===== config.mk =====
export PLATFORM = sky130hd
export DESIGN_NAME = gm_gather_move
export DESIGN_NICKNAME = d
export VERILOG_FILES = /design/src/rtl/gm_pkg.sv /design/src/rtl/gm_seq.sv /design/src/rtl/gm_idx.sv /design/src/rtl/gm_addr.sv /design/src/rtl/gm_gather_move.sv
export SDC_FILE = /design/constraint.sdc
export NUM_CORES = 1
export LEC_CHECK = 0
export BUFFER_PORTS_ARGS = -buffer_cell sky130_fd_sc_hd__buf_4
export CAP_MARGIN = 20
export CORE_ASPECT_RATIO = 0.6
export CORE_UTILIZATION = 45
export DETAILED_ROUTE_END_ITERATION = 10
export PLACE_DENSITY = 0.78
export SYNTH_ARGS = -nofsm -noshare
export SYNTH_HDL_FRONTEND = slang
export SYNTH_HIERARCHICAL = 1
export SYNTH_SLANG_ARGS = --single-unit

===== constraint.sdc =====
create_clock -name clk_i -period 14.65 [get_ports clk_i]
set_input_delay 3.6625 -clock clk_i [delete_from_list [all_inputs] [get_ports clk_i]]
set_output_delay 3.6625 -clock clk_i [all_outputs]
set_load 0.01 [all_outputs]

===== src/rtl/gm_pkg.sv =====
package gm_pkg;
  typedef enum logic [1:0] {ST_IDLE, ST_RUN, ST_DONE} gm_state_e;
  typedef enum logic [1:0] {OP_SWZ, OP_NORM, OP_SUBV, OP_BAD} gm_op_e;
  typedef enum logic [1:0] {IW_FULL = 2'd0, IW_8 = 2'd1, IW_16 = 2'd2, IW_32 = 2'd3} gm_iw_e;

  function automatic gm_op_e decode_fn(input logic [3:0] fn);
    if (fn == 4'b0000)       return OP_SWZ;
    else if (fn[1:0] == 2'b01) return OP_NORM;
    else if (fn[1:0] == 2'b11) return OP_SUBV;
    else                     return OP_BAD;
  endfunction
endpackage


===== src/rtl/gm_seq.sv =====
module gm_seq
  import gm_pkg::*;
#(
  parameter int AW  = 5,
  parameter int VLW = 6,
  parameter int SVW = 2,
  localparam int CW = VLW + SVW
) (
  input  logic              clk_i,
  input  logic              rst_ni,
  input  logic              start_i,
  input  logic [AW-1:0]     rd_i,
  input  logic [AW-1:0]     rs1_i,
  input  logic [AW-1:0]     rs2_i,
  input  logic [3:0]        fn4_i,
  input  logic [VLW-1:0]    vl_i,
  input  logic [SVW-1:0]    subvl_i,
  input  logic              elem_bad_i,
  output gm_state_e         state_o,
  output gm_op_e            op_o,
  output logic [1:0]        iw_o,
  output logic [AW-1:0]     rd_o,
  output logic [AW-1:0]     rs1_o,
  output logic [AW-1:0]     rs2_o,
  output logic [CW-1:0]     k_o,
  output logic [CW-1:0]     j_o,
  output logic [CW-1:0]     vbase_o,
  output logic              err_o
);
  gm_state_e      state_q;
  gm_op_e         op_q;
  logic [1:0]     iw_q;
  logic [AW-1:0]  rd_q, rs1_q, rs2_q;
  logic [CW-1:0]  k_q, j_q, vb_q, s_q, n_q;
  logic           err_q;

  logic [CW-1:0]  s_w, n_w;
  gm_op_e         op_w;
  logic           last_k, last_j;

  assign s_w    = CW'(subvl_i) + CW'(1);
  assign n_w    = CW'(vl_i) * s_w;
  assign op_w   = decode_fn(fn4_i);
  assign last_k = (k_q == n_q - CW'(1));
  assign last_j = (j_q == s_q - CW'(1));

  always_ff @(posedge clk_i or negedge rst_ni) begin
    if (!rst_ni) begin
      state_q <= ST_IDLE;
      op_q    <= OP_BAD;
      iw_q    <= '0;
      rd_q    <= '0;
      rs1_q   <= '0;
      rs2_q   <= '0;
      k_q     <= '0;
      j_q     <= '0;
      vb_q    <= '0;
      s_q     <= CW'(1);
      n_q     <= '0;
      err_q   <= 1'b0;
    end else begin
      case (state_q)
        ST_IDLE: if (start_i) begin
          op_q  <= op_w;
          iw_q  <= fn4_i[3:2];
          rd_q  <= rd_i;
          rs1_q <= rs1_i;
          rs2_q <= rs2_i;
          s_q   <= s_w;
          n_q   <= n_w;
          k_q   <= '0;
          j_q   <= '0;
          vb_q  <= '0;
          if (op_w == OP_BAD) begin
            err_q   <= 1'b1;
            state_q <= ST_DONE;
          end else begin
            err_q   <= 1'b0;
            state_q <= (vl_i == '0) ? ST_DONE : ST_RUN;
          end
        end
        ST_RUN: begin
          if (elem_bad_i) begin
            err_q   <= 1'b1;
            state_q <= ST_DONE;
          end else if (last_k) begin
            state_q <= ST_DONE;
          end else begin
            k_q <= k_q + CW'(1);
            if (last_j) begin
              j_q  <= '0;
              vb_q <= vb_q + s_q;
            end else begin
              j_q <= j_q + CW'(1);
            end
          end
        end
        ST_DONE: state_q <= ST_IDLE;
        default: state_q <= ST_IDLE;
      endcase
    end
  end

  assign state_o = state_q;
  assign op_o    = op_q;
  assign iw_o    = iw_q;
  assign rd_o    = rd_q;
  assign rs1_o   = rs1_q;
  assign rs2_o   = rs2_q;
  assign k_o     = k_q;
  assign j_o     = j_q;
  assign vbase_o = vb_q;
  assign err_o   = (state_q == ST_DONE) && err_q;

  p_done_pulse_r6: assert property (@(posedge clk_i) disable iff (!rst_ni)
    (state_q == ST_DONE) |=> (state_q != ST_DONE));

  p_fields_stable_r10: assert property (@(posedge clk_i) disable iff (!rst_ni)
    (state_q == ST_RUN) |=> $stable({rd_q, rs1_q, rs2_q, op_q, iw_q, n_q, s_q}));

  p_k_advance_r2: assert property (@(posedge clk_i) disable iff (!rst_ni)
    (state_q == ST_RUN && $past(state_q) == ST_RUN) |-> (k_q == $past(k_q) + CW'(1)));
endmodule


===== src/rtl/gm_idx.sv =====
module gm_idx
  import gm_pkg::*;
#(
  parameter int XLEN = 32,
  parameter int CW   = 8,
  localparam int N8  = XLEN / 8,
  localparam int N16 = XLEN / 16,
  localparam int B8  = $clog2(N8),
  localparam int B16 = $clog2(N16)
) (
  input  logic [XLEN-1:0] word_i,
  input  logic [CW-1:0]   pos_i,
  input  logic [1:0]      iw_i,
  output logic [CW-1:0]   woff_o,
  output logic [XLEN-1:0] idx_o
);
  logic [7:0]  lane8  [N8];
  logic [15:0] lane16 [N16];

  for (genvar g = 0; g < N8; g++) begin : g_l8
    assign lane8[g] = word_i[8*g +: 8];
  end
  for (genvar g = 0; g < N16; g++) begin : g_l16
    assign lane16[g] = word_i[16*g +: 16];
  end

  always_comb begin
    case (iw_i)
      IW_8: begin
        woff_o = pos_i >> B8;
        idx_o  = XLEN'(lane8[pos_i[B8-1:0]]);
      end
      IW_16: begin
        woff_o = pos_i >> B16;
        idx_o  = XLEN'(lane16[pos_i[B16-1:0]]);
      end
      default: begin  // full word; equals 32-bit packing at XLEN=32
        woff_o = pos_i;
        idx_o  = word_i;
      end
    endcase
  end
endmodule


===== src/rtl/gm_addr.sv =====
module gm_addr
  import gm_pkg::*;
#(
  parameter int AW   = 5,
  parameter int XLEN = 32,
  parameter int CW   = 8,
  localparam int SW  = CW + 2,
  localparam int NREG = 1 << AW
) (
  input  gm_op_e          op_i,
  input  logic [AW-1:0]   rd_i,
  input  logic [AW-1:0]   rs1_i,
  input  logic [AW-1:0]   rs2_i,
  input  logic [CW-1:0]   k_i,
  input  logic [1:0]      j_i,
  input  logic [CW-1:0]   vbase_i,
  input  logic [CW-1:0]   woff_i,
  input  logic [XLEN-1:0] idx_i,
  input  logic [XLEN-1:0] ra_word_i,
  output logic [AW-1:0]   ra_addr_o,
  output logic [AW-1:0]   src_o,
  output logic [AW-1:0]   dest_o,
  output logic            bad_o
);
  logic [SW-1:0] ra_full, base, off, src_full, dest_full;
  logic [1:0]    sel_f;
  logic          swz, ra_bad, idx_bad;

  assign swz       = (op_i == OP_SWZ);
  assign ra_full   = swz ? SW'(rs2_i) : SW'(rs1_i) + SW'(woff_i);
  assign ra_bad    = ra_full >= SW'(NREG);
  assign sel_f     = ra_word_i[{j_i, 1'b0} +: 2];
  assign idx_bad   = !swz && (idx_i >= XLEN'(NREG));
  assign off       = swz ? SW'(sel_f) : SW'(idx_i[AW-1:0]);

  always_comb begin
    case (op_i)
      OP_SWZ:  base = SW'(rs1_i) + SW'(vbase_i);
      OP_SUBV: base = SW'(rd_i) + SW'(vbase_i);
      default: base = SW'(rd_i);
    endcase
  end

  assign src_full  = base + off;
  assign dest_full = SW'(rd_i) + SW'(k_i);
  assign bad_o     = ra_bad || idx_bad || (src_full >= SW'(NREG)) || (dest_full >= SW'(NREG));
  assign ra_addr_o = ra_full[AW-1:0];
  assign src_o     = src_full[AW-1:0];
  assign dest_o    = dest_full[AW-1:0];
endmodule


===== src/rtl/gm_gather_move.sv =====
module gm_gather_move
  import gm_pkg::*;
#(
  parameter int NREG = 32,
  parameter int XLEN = 32,
  parameter int VLW  = 6,
  localparam int AW  = $clog2(NREG),
  localparam int SVW = 2,
  localparam int CW  = VLW + SVW
) (
  input  logic            clk_i,
  input  logic            rst_ni,
  input  logic            start_i,
  input  logic [AW-1:0]   rd_i,
  input  logic [AW-1:0]   rs1_i,
  input  logic [AW-1:0]   rs2_i,
  input  logic [3:0]      fn4_i,
  input  logic [VLW-1:0]  vl_i,
  input  logic [SVW-1:0]  subvl_i,
  output logic            busy_o,
  output logic            done_o,
  output logic            err_o,
  output logic [AW-1:0]   ra_addr_o,
  input  logic [XLEN-1:0] ra_data_i,
  output logic [AW-1:0]   rb_addr_o,
  input  logic [XLEN-1:0] rb_data_i,
  output logic            we_o,
  output logic [AW-1:0]   wa_o,
  output logic [XLEN-1:0] wd_o
);
  gm_state_e     state;
  gm_op_e        op;
  logic [1:0]    iw;
  logic [AW-1:0] rd_q, rs1_q, rs2_q, src, dest;
  logic [CW-1:0] k, j, vbase, pos, woff;
  logic [XLEN-1:0] ra_w, rb_w, idx;
  logic          bad, run;

  gm_seq #(.AW(AW), .VLW(VLW), .SVW(SVW)) u_seq (
    .clk_i, .rst_ni, .start_i,
    .rd_i, .rs1_i, .rs2_i, .fn4_i, .vl_i, .subvl_i,
    .elem_bad_i (bad),
    .state_o (state), .op_o (op), .iw_o (iw),
    .rd_o (rd_q), .rs1_o (rs1_q), .rs2_o (rs2_q),
    .k_o (k), .j_o (j), .vbase_o (vbase),
    .err_o (err_o)
  );

  // register 0 is hard-wired to zero on both read ports
  assign ra_w = (ra_addr_o == '0) ? '0 : ra_data_i;
  assign rb_w = (rb_addr_o == '0) ? '0 : rb_data_i;
  assign pos  = (op == OP_SUBV) ? j : k;

  gm_idx #(.XLEN(XLEN), .CW(CW)) u_idx (
    .word_i (ra_w), .pos_i (pos), .iw_i (iw),
    .woff_o (woff), .idx_o (idx)
  );

  gm_addr #(.AW(AW), .XLEN(XLEN), .CW(CW)) u_addr (
    .op_i (op), .rd_i (rd_q), .rs1_i (rs1_q), .rs2_i (rs2_q),
    .k_i (k), .j_i (j[1:0]), .vbase_i (vbase), .woff_i (woff),
    .idx_i (idx), .ra_word_i (ra_w),
    .ra_addr_o (ra_addr_o), .src_o (src), .dest_o (dest), .bad_o (bad)
  );

  assign run       = (state == ST_RUN);
  assign rb_addr_o = src;
  assign we_o      = run && !bad && (dest != '0);
  assign wa_o      = dest;
  assign wd_o      = rb_w;
  assign busy_o    = (state != ST_IDLE);
  assign done_o    = (state == ST_DONE);

  p_we_in_run_r2: assert property (@(posedge clk_i) disable iff (!rst_ni)
    we_o |-> (busy_o && !done_o));

  p_wa_ascending_r2: assert property (@(posedge clk_i) disable iff (!rst_ni)
    (we_o && $past(we_o)) |-> (wa_o == $past(wa_o) + AW'(1)));

  p_err_ends_r7: assert property (@(posedge clk_i) disable iff (!rst_ni)
    err_o |=> !busy_o);
endmodule


==> impl_metrics.json, run 1 <==
{
  "cp_slowest_cell": "mux2_2",
  "ctsResizeCount": 0,
  "finClkSkew_ns": 0.00510,
  "htreeDepth": 3,
  "critPathArrivalTime_ns": 7.36,
  "wire_per_inst_um": 17.2,
  "seq_area_mm2": 0.00143,
  "startpoint_type": "register",
  "cts_inserted_buffers": 9,
  "die_h_um": 92.7,
  "drive_above_1_share": 0.245,
  "grt_first_pass_wirelength_um": 29000,
  "crit_top_cell": "a21oi_1",
  "avgSynthCellArea_um2": 8.32,
  "holdBufCountCts": 0,
  "layout_commonest_cell": "buf_4",
  "finalMaxSlewViolations": 0,
  "peakVddDrop_mv": 0.172,
  "placed_cell_area_mm2": 0.00729,
  "layout_common_cells": "149 x buf_4, 110 x nand2_1, 60 x a21boi_0",
  "clkPwrFrac": 0.101,
  "synth_async_sr_flop_share": 1.00,
  "synth-edff-count": 0,
  "routed_wl_um": 17800,
  "portBuffers": 144,
  "synth.area.top_cells": "dfrtp_1 22%, ha_1 8.1%, a21boi_0 7.3%",
  "max_stage_delay_ns": 0.62,
  "rows": 32,
  "combPwrFrac": 0.746,
  "path_max_fanout": 29,
  "grt_setup_unrepaired": "false",
  "postLayoutCellArea_mm2": 0.00759,
  "cts_setup_buffers": 0,
  "drt_iter0_markers": 597,
  "p_leak_nw": 3.54,
  "grt_usage": 0.259,
  "period_share": 0.753,
  "grt_pass1_vias": 5481,
  "intPower_mw": 0.931,
  "path_class": "reg -> out",
  "drcViolationCount": 0,
  "synth_flop_cell": "dfrtp_1",
  "syn_inst": 742,
  "dr.pass1.iters": 5,
  "fmax_mhz": 90.7,
  "synth.top_cell.area_share": 0.219,
  "synth_top_area_cell": "dfrtp_1",
  "initial_core_util": 0.472,
  "cts_sinks": 57,
  "die_area_mm2": 0.0142,
  "max_slew_margin": 0.324,
  "multiInputGateArea_mm2": 0.00441,
  "ys_seq_elements": 57,
  "dp_hpwl_um": 13700,
  "finalPower_mw": 1.94,
  "pwr_density_cell_mw_per_mm2": 255,
  "diodes": 0,
  "die_w_um": 153,
  "vias": 6090,
  "synth_nets": 886,
  "worst_pin_slew_ns": 1.01,
  "clock_latency_ns": 0.34,
  "hold_violations": 0,
  "io_pins": 145,
  "timing.setup.tns_ns": 0,
  "gp_congestion": 0.932,
  "synth_area_mm2": 0.00617,
  "max_cap_violations": 0,
  "switchingPower_mw": 1.01,
  "core_mm2": 0.0131,
  "root_buffer": "clkbuf_16",
  "fin_crit_ns": 11.03,
  "setup_violations": 0,
  "ant_nets": 0,
  "cts.reportedPaths.clkPinSlew_ns": 0.05,
  "yosysWarnings": 6,
  "hold_class": "reg -> reg",
  "switching_share": 0.520,
  "cts_buffer_depth": 2,
  "utilization": 0.580,
  "ys_types": 76,
  "antenna_found_initial": 0,
  "synthToLayoutAreaGrowth_pct": 23.0,
  "timing.hold.ws_ns": 0.474,
  "seq_power_share": 0.153,
  "end_kind": "output port",
  "avgViaCountPerCell": 5.89,
  "nFillCells": 1157,
  "status": "complete, no violations",
  "critPathRequiredTime_ns": 10.99,
  "tritoncts": "done",
  "nNetsFinal": 1003,
  "overflow": 0,
  "grt_max_degree": 58,
  "yosysSeqAreaShare": 0.232
}
==> power by group through the flow <==
stage | logic [mW] | registers [mW] | clock network [mW]
final | 1.44 | 0.297 | 0.196
after global routing | 1.58 | 0.306 | 0.208
after CTS | 1.41 | 0.293 | 0.198
after detailed placement | 1.40 | 0.295 | 0
after global placement | 1.37 | 0.294 | 0
after floorplan | 0.999 | 0.257 | 0
==> state kept, by name (all words and copies together), names as in the netlist, 3 cells and up <==
signal,count
u_seq/j_o,8
u_seq/k_o,8
u_seq/n_q,8
u_seq/vbase_o,8
u_seq/rd_o,5
u_seq/rs1_o,5
u_seq/rs2_o,5
u_seq/s_q,3
==> layout make-up <==
type / count / share of cell area
Sequential cell: 57 / 0.188
Clock buffer: 9 / 0.0297
Inverter: 31 / 0.0153
Tap cell: 170 / 0.0280
Multi-Input combinational cell: 609 / 0.581
Timing Repair Buffer: 151 / 0.151
Clock inverter: 7 / 0.00725
==> layer usage <==
metal  share of wire  wire length, um  track usage  vias to the layer above
met5               0                0            0                        -
met4           0.011              202       0.0513                        0
met3            0.11             2040       0.0861                       18
met2            0.39             6970        0.361                      294
met1            0.48             8610        0.380                     2857
li1                -                -            -                     2921
==> kinds of logic (layout without fill, tap and decap cells) <==
family / Yosys count / count (layout) / share of synthesized area
buffers and inverters: 76 / 198 / 0.0551
AND/OR/NAND/NOR: 263 / 263 / 0.224
flip-flops: 57 / 57 / 0.232
XOR/XNOR: 31 / 31 / 0.0440
multiplexers: 40 / 40 / 0.0727
AO/OA/AOI/OAI: 225 / 225 / 0.260
adder cells (fa/ha/maj): 50 / 50 / 0.113
==> path summary, 6_finish.rpt <==
kind	slack, ns	endpoint	from	cells after the start
hold / removal	0.47	u_seq/op_o[1]	u_seq/op_o[1]	2
hold reg to reg	0.47	u_seq/op_o[1]	u_seq/op_o[1]	2
setup / recovery	3.62	we_o	u_seq/op_o[1]	28
min in group asynchronous	3.38	u_seq/vbase_o[6]	rst_ni	1
setup reg to reg	6.58	u_seq/j_o[0]	u_seq/op_o[1]	31
max in group asynchronous	10.76	u_seq/rd_o[3]	rst_ni	1
==> critical path: cells and delay by family (launching register included) <==
kind	cells	cell delay, ns
AND/OR/NAND/NOR	3	0.90
multiplexers	3	1.14
AO/OA/AOI/OAI	14	3.04
flip-flops	1	0.55
adder cells (fa/ha/maj)	3	0.73
buffers and inverters	4	0.52
XOR/XNOR	1	0.15
==> cells in the mapped netlist (11+ instances only) <==
cell type / n
xnor2_1: 18
ha_1: 40
nor4_1: 11
clkbuf_1: 25
xor2_1: 13
mux2i_1: 19
nor2b_1: 13
a21boi_0: 60
nand3_1: 11
mux2_2: 19
or3_1: 11
a21o_1: 18
a22o_1: 20
nor2_1: 23
nand2b_1: 12
inv_1: 30
nand2_1: 110
and2_1: 24
buf_2: 11
dfrtp_1: 54
a21oi_1: 22
o21ai_0: 45
==> stage by stage <==
step / cells / worst slack (ns)
global route: 1034 / 3.14
detailed placement: 1016 / 3.24
CTS: 1032 / 2.85
global placement: 1016 / 3.56
floorplan: 742 / 4.82
finish: 1034 / 3.62
(Power assumes the default switching activity.)
==> run 2, diff against run 1 <==
==> constraint.sdc (replaced) <==
create_clock -name clk_i -period 10.73 [get_ports clk_i]
set_input_delay 2.6825 -clock clk_i [delete_from_list [all_inputs] [get_ports clk_i]]
set_output_delay 2.6825 -clock clk_i [all_outputs]
set_load 0.01 [all_outputs]
==> impl_metrics.json, run 2 (synthesis gave the netlist of run 1 again) <==
{
  "status": "complete, no violations",
  "dp_hpwl_um": 14000,
  "die_w_um": 153,
  "ant_nets": 0,
  "rows": 32,
  "crit_top_cell": "a21oi_1",
  "drive_above_1_share": 0.246,
  "cts_setup_buffers": 0,
  "drcViolationCount": 0,
  "path_class": "reg -> out",
  "finalMaxSlewViolations": 0,
  "cp_slowest_cell": "mux2_2",
  "avgViaCountPerCell": 5.88,
  "dr.pass1.iters": 5,
  "layout_common_cells": "150 x buf_4, 110 x nand2_1, 60 x a21boi_0",
  "crit_family": "compound AO/OA/AOI/OAI gates",
  "clock_latency_ns": 0.34,
  "timing.setup.tns_ns": 0,
  "finalPower_mw": 2.71,
  "seq_area_mm2": 0.00143,
  "initial_core_util": 0.472,
  "worst_pin_slew_ns": 0.975,
  "nFillCells": 1194,
  "peakVddDrop_mv": 0.309,
  "end_kind": "output port",
  "dp_worst_setup_slack_ns": 0.776,
  "cts_buffer_depth": 2,
  "setup_violations": 0,
  "grt_pass1_vias": 5512,
  "cp.buffers_inverters": 4,
  "setup_slack_ns": 0.624,
  "fin_crit_ns": 10.11,
  "grt_setup_unrepaired": "false",
  "finClkSkew_ns": 0.00737,
  "critPathRequiredTime_ns": 8.05,
  "holdBufCountCts": 0,
  "ctsResizeCount": 0,
  "p_leak_nw": 3.58,
  "routed_wl_um": 18100,
  "pwr_density_cell_mw_per_mm2": 355,
  "fmax_mhz": 99.0,
  "grt_first_pass_wirelength_um": 29200,
  "diodes": 0,
  "cts_sinks": 57,
  "io_pins": 145,
  "antenna_found_initial": 0,
  "period_share": 0.942,
  "wire_per_inst_um": 17.5,
  "cts.reportedPaths.clkPinSlew_ns": 0.06,
  "multiInputGateArea_mm2": 0.00441,
  "gp_congestion": 0.953,
  "layout_commonest_cell": "buf_4",
  "drt_iter0_markers": 635,
  "startpoint_type": "register",
  "nNetsFinal": 1004,
  "max_cap_violations": 0,
  "hold_class": "reg -> reg",
  "core_mm2": 0.0131,
  "tritoncts": "done",
  "overflow": 0,
  "root_buffer": "clkbuf_16",
  "die_area_mm2": 0.0142,
  "path_max_fanout": 32,
  "grt_max_degree": 58,
  "portBuffers": 144,
  "vias": 6086,
  "grt_usage": 0.261,
  "max_slew_margin": 0.347,
  "htreeDepth": 3,
  "cts_inserted_buffers": 9,
  "synthToLayoutAreaGrowth_pct": 23.7,
  "die_h_um": 92.7,
  "max_stage_delay_ns": 0.62,
  "critPathArrivalTime_ns": 7.42,
  "hold_violations": 0
}
## run 2: changes by cell type in the layout (fill, tap and decap cells not counted)
cell        before  now
clkbuf_4         0    1
buf_8            1    0
clkinvlp_4       5    2
inv_6            2    3
buf_4          149  150
bufinv_16        0    2
## run 2: worst register-to-register path, delay by kind of cell, from the launching register on
family	cells	cell delay [ns]
buffers and inverters	5	0.74
muxes	4	1.43
AOI/OAI and AO/OA	14	3.02
DFF	1	0.55
and+or+nand+nor	3	1.20
xor gates and xnor gates	1	0.17
adders and majority gates	4	0.84
## run 2: path summary, 6_finish.rpt
path,to,slack (ns),cells past startpoint,from
worst max-delay path,we_o,0.62,28,u_seq/op_o[1]
worst min-delay path,u_seq/rs2_o[2],0.48,2,u_seq/rs2_o[2]
worst max register to register,u_seq/j_o[0],2.70,31,u_seq/op_o[1]
worst min register to register,u_seq/rs2_o[2],0.48,2,u_seq/rs2_o[2]
max in group asynchronous,u_seq/state_o[0],7.83,1,rst_ni
min in group asynchronous,u_seq/vbase_o[3],2.41,1,rst_ni
## run 2: power breakdown
part / switching, mW / internal [mW] / total, mW
combinational: 1.17 / 0.820 / 1.99
sequential: 0.111 / 0.290 / 0.401
clock: 0.114 / 0.205 / 0.320
total: 1.40 / 1.32 / 2.71
## run 2: metrics by stage
stage	hold slack, ns	std cells	cell area [um^2]	utilization
final	0.476	1035	7640	0.584
after global routing	0.488	1035	7640	0.584
after CTS	0.478	1033	7620	0.582
after detailed placement	0.463	1017	7290	0.557
after global placement	0.461	1017	7290	0.557
after floorplan	0.440	742	6170	-
## run 2: area by class of cell
type                    count  area share
inverters                  31      0.0152
clock buffers               9      0.0295
well taps                 170      0.0278
repair buffers            152       0.150
clock inverters             7      0.0133
flip-flops and latches     57       0.187
multi-input cells         609       0.577
## run 2: routing by layer
layer / track usage / wire length (um) / up-vias
li1: - / - / 2916
met1: 0.389 / 8760 / 2846
met2: 0.373 / 7310 / 303
met3: 0.0725 / 1910 / 21
met4: 0.0396 / 157 / 0
met5: 0 / 0 / -
